===== config.mk =====
export PLATFORM = sky130hd
export DESIGN_NAME = fbr_ctrl_regs
export DESIGN_NICKNAME = d
export VERILOG_FILES = /design/src/rtl/fbr_pkg.sv /design/src/rtl/fbr_decode.sv /design/src/rtl/fbr_gp_file.sv /design/src/rtl/fbr_vsync_irq.sv /design/src/rtl/fbr_ctrl_regs.sv
export SDC_FILE = /design/constraint.sdc
export NUM_CORES = 1
export LEC_CHECK = 0
export BUFFER_PORTS_ARGS = -buffer_cell sky130_fd_sc_hd__buf_4
export CORE_ASPECT_RATIO = 1.2
export CORE_MARGIN = 4
export CORE_UTILIZATION = 30
export CTS_CLUSTER_DIAMETER = 60
export DETAILED_ROUTE_END_ITERATION = 8
export PLACE_DENSITY_LB_ADDON = 0.15
export SLEW_MARGIN = 15
export SYNTH_ARGS = -nofsm -noshare
export SYNTH_HDL_FRONTEND = slang
export SYNTH_SLANG_ARGS = --single-unit

===== constraint.sdc =====
create_clock -name clk -period 3.9 [get_ports clk]
set_input_delay 0.78 -clock clk [delete_from_list [all_inputs] [get_ports clk]]
set_output_delay 0.78 -clock clk [all_outputs]
set_load 0.01 [all_outputs]

===== src/rtl/fbr_pkg.sv =====
package fbr_pkg;

  // Which part of the window an offset falls in
  typedef enum logic [1:0] {
    RGN_NONE = 2'd0,
    RGN_CTRL = 2'd1,
    RGN_STAT = 2'd2,
    RGN_GP   = 2'd3
  } region_e;

  localparam int unsigned IRQ_EN_BIT  = 7;
  localparam int unsigned PEND_BIT    = 7;
  localparam logic [7:0]  MONITOR_ID  = 8'h60;
  localparam logic [7:0]  COLOUR_FLAG = 8'h01;

  // Status byte as seen on a read: fixed identity bits plus sticky pending
  function automatic logic [7:0] status_byte(input logic pending);
    logic [7:0] v;
    v = MONITOR_ID | COLOUR_FLAG;
    v[PEND_BIT] = pending;
    return v;
  endfunction

  // Next pending state; a new enabled event outranks an acknowledge
  function automatic logic next_pending(input logic cur, input logic event_en,
                                        input logic ack);
    logic n;
    if (event_en)  n = 1'b1;
    else if (ack)  n = 1'b0;
    else           n = cur;
    return n;
  endfunction

endpackage


===== src/rtl/fbr_decode.sv =====
module fbr_decode
  import fbr_pkg::*;
#(
  parameter int ADDR_W   = 5,
  parameter int CTRL_OFS = 16,
  parameter int STAT_OFS = 17,
  parameter int GP_FIRST = 18,
  parameter int GP_LAST  = 31,
  parameter int IDX_W    = 4
) (
  input  logic              sel,
  input  logic              we,
  input  logic [ADDR_W-1:0] addr,
  output region_e           region,
  output logic              wr_ctrl,
  output logic              wr_stat,
  output logic              wr_gp,
  output logic              rd_req,
  output logic [IDX_W-1:0]  gp_idx
);

  function automatic region_e classify(input logic [ADDR_W-1:0] a);
    region_e r;
    if (a == ADDR_W'(CTRL_OFS))                            r = RGN_CTRL;
    else if (a == ADDR_W'(STAT_OFS))                       r = RGN_STAT;
    else if (a >= ADDR_W'(GP_FIRST) && a <= ADDR_W'(GP_LAST)) r = RGN_GP;
    else                                                    r = RGN_NONE;
    return r;
  endfunction

  logic [ADDR_W-1:0] rel;

  always_comb begin
    region  = classify(addr);
    rel     = addr - ADDR_W'(GP_FIRST);
    gp_idx  = rel[IDX_W-1:0];
    rd_req  = sel && !we;
    wr_ctrl = sel && we && (region == RGN_CTRL);
    wr_stat = sel && we && (region == RGN_STAT);
    wr_gp   = sel && we && (region == RGN_GP);
  end

endmodule


===== src/rtl/fbr_gp_file.sv =====
module fbr_gp_file #(
  parameter int NUM   = 14,
  parameter int DW    = 8,
  parameter int IDX_W = 4
) (
  input  logic                     clk,
  input  logic                     rst_n,
  input  logic                     wr_en,
  input  logic [IDX_W-1:0]         wr_idx,
  input  logic [DW-1:0]            wr_data,
  input  logic [IDX_W-1:0]         rd_idx,
  output logic [DW-1:0]            rd_data,
  output logic [NUM-1:0][DW-1:0]   regs
);

  genvar g;
  generate
    for (g = 0; g < NUM; g++) begin : g_reg
      always_ff @(posedge clk) begin
        if (!rst_n)                                regs[g] <= '0;
        else if (wr_en && wr_idx == IDX_W'(g))     regs[g] <= wr_data;
      end

      // A write aimed elsewhere leaves this byte alone
      p_only_target_r8: assert property (@(posedge clk) disable iff (!rst_n)
        (wr_en && wr_idx != IDX_W'(g)) |=> $stable(regs[g]));
    end
  endgenerate

  always_comb begin
    rd_data = '0;
    for (int i = 0; i < NUM; i++)
      if (rd_idx == IDX_W'(i)) rd_data = regs[i];
  end

  p_hold_r8: assert property (@(posedge clk) disable iff (!rst_n)
    !wr_en |=> $stable(regs));

endmodule


===== src/rtl/fbr_vsync_irq.sv =====
module fbr_vsync_irq
  import fbr_pkg::*;
(
  input  logic clk,
  input  logic rst_n,
  input  logic frame_done,
  input  logic irq_en,
  input  logic ack,
  output logic pending
);

  logic event_en;
  assign event_en = frame_done && irq_en;

  always_ff @(posedge clk) begin
    if (!rst_n) pending <= 1'b0;
    else        pending <= next_pending(pending, event_en, ack);
  end

  p_set_r3: assert property (@(posedge clk) disable iff (!rst_n)
    event_en |=> pending);
  p_masked_r4: assert property (@(posedge clk) disable iff (!rst_n)
    (frame_done && !irq_en && !ack) |=> $stable(pending));
  p_clear_r6: assert property (@(posedge clk) disable iff (!rst_n)
    (ack && !event_en) |=> !pending);
  p_event_wins_r7: assert property (@(posedge clk) disable iff (!rst_n)
    (ack && event_en) |=> pending);
  p_keep_r11: assert property (@(posedge clk) disable iff (!rst_n)
    (pending && !ack) |=> pending);

endmodule


===== src/rtl/fbr_ctrl_regs.sv =====
module fbr_ctrl_regs
  import fbr_pkg::*;
#(
  parameter int WIN_BYTES = 32,
  parameter int DW        = 8,
  parameter int CTRL_OFS  = 16,
  parameter int STAT_OFS  = 17,
  parameter int GP_FIRST  = 18,
  localparam int AW       = $clog2(WIN_BYTES)
) (
  input  logic          clk,
  input  logic          rst_n,
  input  logic          frame_done,
  input  logic          bus_sel,
  input  logic          bus_we,
  input  logic [AW-1:0] bus_addr,
  input  logic [DW-1:0] bus_wdata,
  output logic [DW-1:0] bus_rdata,
  output logic          irq
);

  localparam int GP_LAST = WIN_BYTES - 1;
  localparam int NUM_GP  = GP_LAST - GP_FIRST + 1;
  localparam int IDX_W   = (NUM_GP > 1) ? $clog2(NUM_GP) : 1;

  region_e              region;
  logic                 wr_ctrl, wr_stat, wr_gp, rd_req;
  logic [IDX_W-1:0]     gp_idx;
  logic [DW-1:0]        ctrl_q;
  logic                 pending;
  logic [DW-1:0]        gp_rd;
  logic [NUM_GP-1:0][DW-1:0] gp_regs;
  logic [DW-1:0]        rd_next;

  fbr_decode #(
    .ADDR_W(AW), .CTRL_OFS(CTRL_OFS), .STAT_OFS(STAT_OFS),
    .GP_FIRST(GP_FIRST), .GP_LAST(GP_LAST), .IDX_W(IDX_W)
  ) u_dec (
    .sel(bus_sel), .we(bus_we), .addr(bus_addr),
    .region(region), .wr_ctrl(wr_ctrl), .wr_stat(wr_stat),
    .wr_gp(wr_gp), .rd_req(rd_req), .gp_idx(gp_idx)
  );

  always_ff @(posedge clk) begin
    if (!rst_n)       ctrl_q <= '0;
    else if (wr_ctrl) ctrl_q <= bus_wdata;
  end

  fbr_vsync_irq u_irq (
    .clk(clk), .rst_n(rst_n), .frame_done(frame_done),
    .irq_en(ctrl_q[IRQ_EN_BIT]), .ack(wr_stat), .pending(pending)
  );

  assign irq = pending;

  fbr_gp_file #(.NUM(NUM_GP), .DW(DW), .IDX_W(IDX_W)) u_gp (
    .clk(clk), .rst_n(rst_n), .wr_en(wr_gp), .wr_idx(gp_idx),
    .wr_data(bus_wdata), .rd_idx(gp_idx), .rd_data(gp_rd), .regs(gp_regs)
  );

  always_comb begin
    unique case (region)
      RGN_CTRL: rd_next = ctrl_q;
      RGN_STAT: rd_next = DW'(status_byte(pending));
      RGN_GP:   rd_next = gp_rd;
      default:  rd_next = '0;
    endcase
  end

  always_ff @(posedge clk) begin
    if (!rst_n)      bus_rdata <= '0;
    else if (rd_req) bus_rdata <= rd_next;
  end

  p_single_write_r9: assert property (@(posedge clk) disable iff (!rst_n)
    $onehot0({wr_ctrl, wr_stat, wr_gp}));
  p_status_fixed_r5: assert property (@(posedge clk) disable iff (!rst_n)
    (rd_req && region == RGN_STAT) |=> (bus_rdata[6:0] == 7'h61 && bus_rdata[7] == $past(irq)));
  p_unmapped_zero_r9: assert property (@(posedge clk) disable iff (!rst_n)
    (rd_req && region == RGN_NONE) |=> bus_rdata == '0);
  p_rdata_hold_r10: assert property (@(posedge clk) disable iff (!rst_n)
    !rd_req |=> $stable(bus_rdata));
  p_ctrl_store_r2: assert property (@(posedge clk) disable iff (!rst_n)
    wr_ctrl |=> ctrl_q == $past(bus_wdata));

endmodule


## Yosys cells after proc, flatten, opt, wreduce, memory -nomap -nowiden

Cells that the tools add are included.

| word-level totals | value |
|---|---|
| register bits after elaboration | 129 |
| input bits | 18 |
| output and inout bits | 9 |
| word-level logic and storage cells | 82 |

| cells by class | value |
|---|---|
| $add $sub $neg | 1 |
| $lt $le $gt $ge | 2 |
| equality and inequality tests | 18 |
| multiplexer cells | 20 |
| reductions and logical operators | 24 |

Operators by type and width:

| operator | count |
|---|---|
| 8-bit 2-to-1 mux | 14 |
| 4-bit == test (second input constant) | 6 |
| 8-bit case mux with 3 select lines | 1 |
| 1-bit logical AND | 21 |
| 4-bit by 3-bit == test with 1-bit output (second input constant) | 4 |
| 5-bit == test (second input constant) | 2 |
| 4-bit by 2-bit == test with 1-bit output (second input constant) | 2 |
| 2-bit 2-to-1 mux | 3 |
| 5-bit >= comparator (second input constant) | 1 |
| 5-bit <= comparator (second input constant) | 1 |
| 2-bit == test (second input constant) | 2 |
| 4-bit by 1-bit == test with 1-bit output (second input constant) | 1 |
| 4-bit zero test | 1 |
| 4-bit by 2-bit subtractor with 4-bit output (second input constant) | 1 |
| 2-bit by 1-bit == test with 1-bit output (second input constant) | 1 |
| 1-bit 2-to-1 mux | 2 |
| 2-bit nonzero test | 1 |
| 1-bit zero test | 1 |

## Logic depth before layout (Yosys ltp)

| depth | value |
|---|---|
| depth in word-level cells | 17 |
| mapped depth | 12 |
| depth with buffers taken out | 8 |

## Hierarchy

Synthesis repeated with hierarchy kept, for this count alone.

| second synthesis, totals | value |
|---|---|
| cell total of the unflattened synthesis | 675 |
| area, all modules | 6,525.0 µm² |

By module, submodules not included:

| module | instances | cells each | area each (µm²) | seq. area each (µm²) |
|---|---|---|---|---|
| fbr_gp_file | 1 | 576 | 5,614.1 | 2,242.2 |
| fbr_ctrl_regs | 1 | 71 | 696.9 | 320.3 |
| fbr_decode | 1 | 24 | 172.7 | 0.0 |
| fbr_vsync_irq | 1 | 4 | 41.3 | 20.0 |

## Worst setup path before layout

No wires, ideal clock.

| timing path | value |
|---|---|
| kind | input-to-reg |
| from | in bus_addr[1] |
| to | reg u_gp.regs[100] (netlist bit) |
| setup time | 0.128 ns |
| data arrival time | 3.039 ns |
| data required time | 3.772 ns |
| slack | 0.734 ns |
| stages on the path | 12 |
| buffers on the path | 5 |
| cell sequence | buf_2 buf_4 clkinv_1 ha_1 buf_2 nor2b_1 clkbuf_1 nand2_1 or4_1 buf_4 mux2i_1 nor2_1 |

| between the ends | value |
|---|---|
| word-level cells in the longest chain between the ends | 8 |
| elaborated cells between the ends (all ways) | 13 |
| those cells by class | 1 x add/sub; 2 x order compare; 4 x eq/ne; 3 x mux; 3 x reduce/logical |

Ends and longest elaborated chain:

| item | RTL line | source |
|---|---|---|
| start: declaration | fbr_ctrl_regs.sv:16 | `input logic [AW-1:0] bus_addr,` |
| 5-bit >= comparator / 5-bit <= comparator (equally long branches) | fbr_decode.sv:26 | `else if (a >= ADDR_W'(GP_FIRST) && a <= ADDR_W'(GP_LAST)) r = RGN_GP;` |
| 1-bit logical AND | fbr_decode.sv:26 |  |
| 2-bit 2-to-1 mux | fbr_decode.sv:26 |  |
| 2-bit 2-to-1 mux | fbr_decode.sv:25 | `else if (a == ADDR_W'(STAT_OFS)) r = RGN_STAT;` |
| 2-bit 2-to-1 mux | fbr_decode.sv:24 | `if (a == ADDR_W'(CTRL_OFS)) r = RGN_CTRL;` |
| 2-bit == test | fbr_decode.sv:40 | `wr_gp = sel && we && (region == RGN_GP);` |
| 1-bit logical AND | fbr_decode.sv:40 |  |
| 1-bit logical AND * | fbr_gp_file.sv:21 | `else if (wr_en && wr_idx == IDX_W'(g)) regs[g] <= wr_data;` |
| end signal: indexed assignment | fbr_gp_file.sv:21 |  |
| end: declaration | fbr_gp_file.sv:13 | `output logic [NUM-1:0][DW-1:0] regs` |

Every way passes the cells marked *; elsewhere a longest branch is shown, timed or not.
A chain may end at the register's enable or synchronous reset.

## Final worst setup path

| timing path | value |
|---|---|
| from | in bus_addr[1] |
| to | reg bus_rdata[6] |

| between the ends | value |
|---|---|
| word-level cells in the longest chain between the ends | 17 |
| elaborated cells between the ends (all ways) | 41 |
| those cells by class | 1 x add/sub; 2 x order compare; 18 x eq/ne; 18 x mux; 2 x reduce/logical |

Ends and longest elaborated chain:

| item | RTL line | source |
|---|---|---|
| 4-bit by 2-bit subtractor with 4-bit output | fbr_decode.sv:35 | `rel = addr - ADDR_W'(GP_FIRST);` |
| 4-bit zero test | fbr_gp_file.sv:33 | `if (rd_idx == IDX_W'(i)) rd_data = regs[i];` |
| 8-bit 2-to-1 mux (14 in series) | fbr_gp_file.sv:33 |  |
| 8-bit case mux with 3 select lines * | fbr_ctrl_regs.sv:62 | `unique case (region)` |
| end signal: assignment | fbr_ctrl_regs.sv:72 | `else if (rd_req) bus_rdata <= rd_next;` |
| end: declaration | fbr_ctrl_regs.sv:18 | `output logic [DW-1:0] bus_rdata,` |

Marked as above.

==> impl_metrics.toml <==
[yosys]
async_flop_share_pct = 0
ys_ff_latch = 129
yosysUniqueCellTypes = 58
netlist_area_um2 = 5790
synth_area_per_cell_um2 = 8.63
seq_area_frac_synth_pct = 44.6
synth_fp_nets = 691
synth-main-ff-cell = "dfxtp_1"
synth_edf_count = 0
syn_inst = 671
ys.warnings.count = 0

[placed_design]
pre_cts_ws_ns = 0.417
place_area_um2 = 6220
gp_congestion = 0.891
hpwl_um = 12600
port_buffers = 26

[detailed_routing]
wire_per_inst_um = 19.2
final_antenna_net_count = 0
drt_wl_total_um = 18100
dr.pass1.iters = 5
drc = 0
num_vias = 5003
vias_per_cell = 5.31
drtIter0Drc = 417

[global_route]
gr-usage-all-layers_pct = 17.0
antenna_found_initial = 0
grt_max_degree = 70
grt_pass1_wl_um = 28400
first_global_vias = 4912
gr-total-overflow = 0

[sta]
setup_violations = 0
fin_skew_ns = 0.00613
post-route-min-period_ns = 3.06
fmax_ghz = 0.327
postLayoutSetupSlackWorst_ns = 0.840
rsz0062_at_grt = "no"
fin_setup_tns_ns = 0
max-slew-margin-rel_pct = 41.4
fin_crit_sh_pct = 78.5
slew_violations = 0
report.final.hold_viol_count = 0
tightest_slew_ns = 0.878

[clock_tree]
cts_sinks = 129
cts_buffers = 17
post_cts.repair.setup_buffers = 0
clk_pin_slew_worst_paths_ns = 0.05
ctsHtreeMaxLevel = 4
cts_tree = "built"
cts_hold_buf = 0
cts_resized = 0
clk_path_buf_depth = 2
clock_latency_ns = 0.41
root_buffer = "clkbuf_16"

[pwr]
vdd_ir_drop_max_uv = 253
p_per_area_nw_per_um2 = 464
power_leakage_uw = 0.00239
totalPowerFinal_uw = 3160

[critical_path]
rr_worst_depth = 5
cpMostUsedCell = "buf_4"
r2r_slack_ns = 2.08
crit_required_ns = 4.19
r2r-end = "bus_rdata[5]"
slowest_stage = "and2_0"
arrival_ns = 3.35
start_kind = "input pin"
critPathKind = "input pin to flop"
path_cells = "buf_4 -> clkinv_1 -> ha_1 -> xor2_2 -> buf_4 -> and2_0 -> a32oi_1 -> o21ai_0 -> a31oi_1 -> o32ai_1"
cp-endpoint = "bus_rdata[6]"
r2r_start = "u_gp.regs[13]"
crit_fanout = 18
startpoint = "bus_addr[1]"
cp-end-kind = "flop"
max_stage_delay_ns = 0.47

[finish]
final_common_cell = "dfxtp_1"
drive_gt1_share_pct = 14.6
synthToLayoutAreaGrowth_pct = 17.7
nNetsFinal = 695
final_cell_mix = "dfxtp_1, nand3_1, o21ai_0"
final_cell_area_um2 = 6820
antenna_cells = 0

[die]
fp.dieArea_um2 = 21600
io_pins = 27
die_w_um = 135
start_util_pct = 30.6
die_h_um = 160
rows = 55
core-area_um2 = 18900

[hold_path]
hold_class = "flop to flop"

[status]
outcome = "completed"

[run]
maxCapViolations = 0
[power by group]
part           switching (uW)  internal, uW
sequential               3.42          1320
combinational             180          74.3
clock                     549          1030
total                     733          2430
[registers in the layout (all words and copies together) (netlist names)]
signal,count
bus_rdata,8
ctrl_q,8
u_gp.regs,112
u_irq.pending,1
[layer usage]
metal  share of wire, %  up-vias  GRT usage [%]
met5                  0        -              0
met4                1.8        0           5.28
met3                3.6       17           3.28
met2                 49      112           29.1
met1                 45     2408           21.5
li1                   -     2466              -
[how the worst min path moves through the flow]
| stage | startpoint | endpoint | slack [ns] | cells past startpoint |
|---|---|---|---|---|
| detailed placement | u_gp.regs[15] | u_gp.regs[15] | 0.45 | 2 |
| global route | u_gp.regs[3] | u_gp.regs[3] | 0.48 | 2 |
| global placement | u_gp.regs[91] | u_gp.regs[91] | 0.45 | 2 |
| finish | u_gp.regs[15] | u_gp.regs[15] | 0.45 | 2 |
| CTS | u_gp.regs[15] | u_gp.regs[15] | 0.46 | 2 |
| floorplan | ctrl_q[0] | ctrl_q[0] | 0.43 | 2 |
[critical path, delay by kind of cell]
kind | cells | cell delay, ns
buffers and inverters | 3 | 0.77
adder cells (fa/ha/maj) | 1 | 0.34
AO/OA/AOI/OAI | 4 | 0.66
XOR/XNOR | 1 | 0.32
AND/OR/NAND/NOR | 1 | 0.47
[final cells by class]
class / count / area [um2]
clock buffers: 25 / 515
clock inverters: 5 / 75.1
fillers: 1950 / 12100
inverters: 8 / 30.0
multi-input cells: 470 / 2910
flip-flops and latches: 129 / 2580
well taps: 256 / 320
repair buffers: 49 / 380
[through the flow]
step / hold WS (ns) / utilization [%] / instances
detailed placement: 0.448 / 32.9 / 912
global route: 0.482 / 36.0 / 942
finish: 0.452 / 36.0 / 942
global placement: 0.447 / 32.9 / 912
floorplan: 0.433 / - / 671
CTS: 0.455 / 36.0 / 942
[Yosys cell counts, drive strengths merged (2+ instances only)]
| cell | instances | share of area (%) |
|---|---|---|
| and2 | 4 | 0.43 |
| nand3b | 2 | 0.26 |
| o211ai | 2 | 0.26 |
| o32ai | 2 | 0.30 |
| a221oi | 2 | 0.30 |
| mux2 | 10 | 1.9 |
| mux2i | 35 | 6.1 |
| a32oi | 3 | 0.45 |
| mux4 | 7 | 2.7 |
| nor2b | 5 | 0.54 |
| o2bb2ai | 3 | 0.45 |
| nand2 | 34 | 2.2 |
| a22oi | 7 | 0.91 |
| a311o | 2 | 0.35 |
| o22ai | 3 | 0.32 |
| o22a | 2 | 0.30 |
| nand4 | 14 | 1.5 |
| nor3 | 9 | 1.3 |
| a211oi | 2 | 0.26 |
| nor3b | 2 | 0.26 |
| buf | 22 | 1.8 |
| o21ai | 107 | 9.3 |
| nor2 | 45 | 2.9 |
| nand2b | 6 | 0.65 |
| inv | 7 | 0.45 |
| nand3 | 100 | 8.6 |
| o221ai | 2 | 0.30 |
| dfxtp | 129 | 45 |
| clkbuf | 42 | 2.7 |
| ha | 2 | 0.43 |
| or4 | 2 | 0.26 |
| a21oi | 31 | 2.7 |
| a31oi | 7 | 0.76 |
[kinds of logic after synthesis]
kind of cell               Yosys count  share of synthesized area (%)
DFF                                129                           44.6
muxes                               52                           10.7
AOI/OAI and AO/OA                  187                           19.2
xor gates and xnor gates             2                          0.432
buffers and inverters               72                           5.08
adders and majority gates            2                          0.432
and+or+nand+nor                    227                           19.5
No activity file was read; power rests on OpenSTA's default activity.
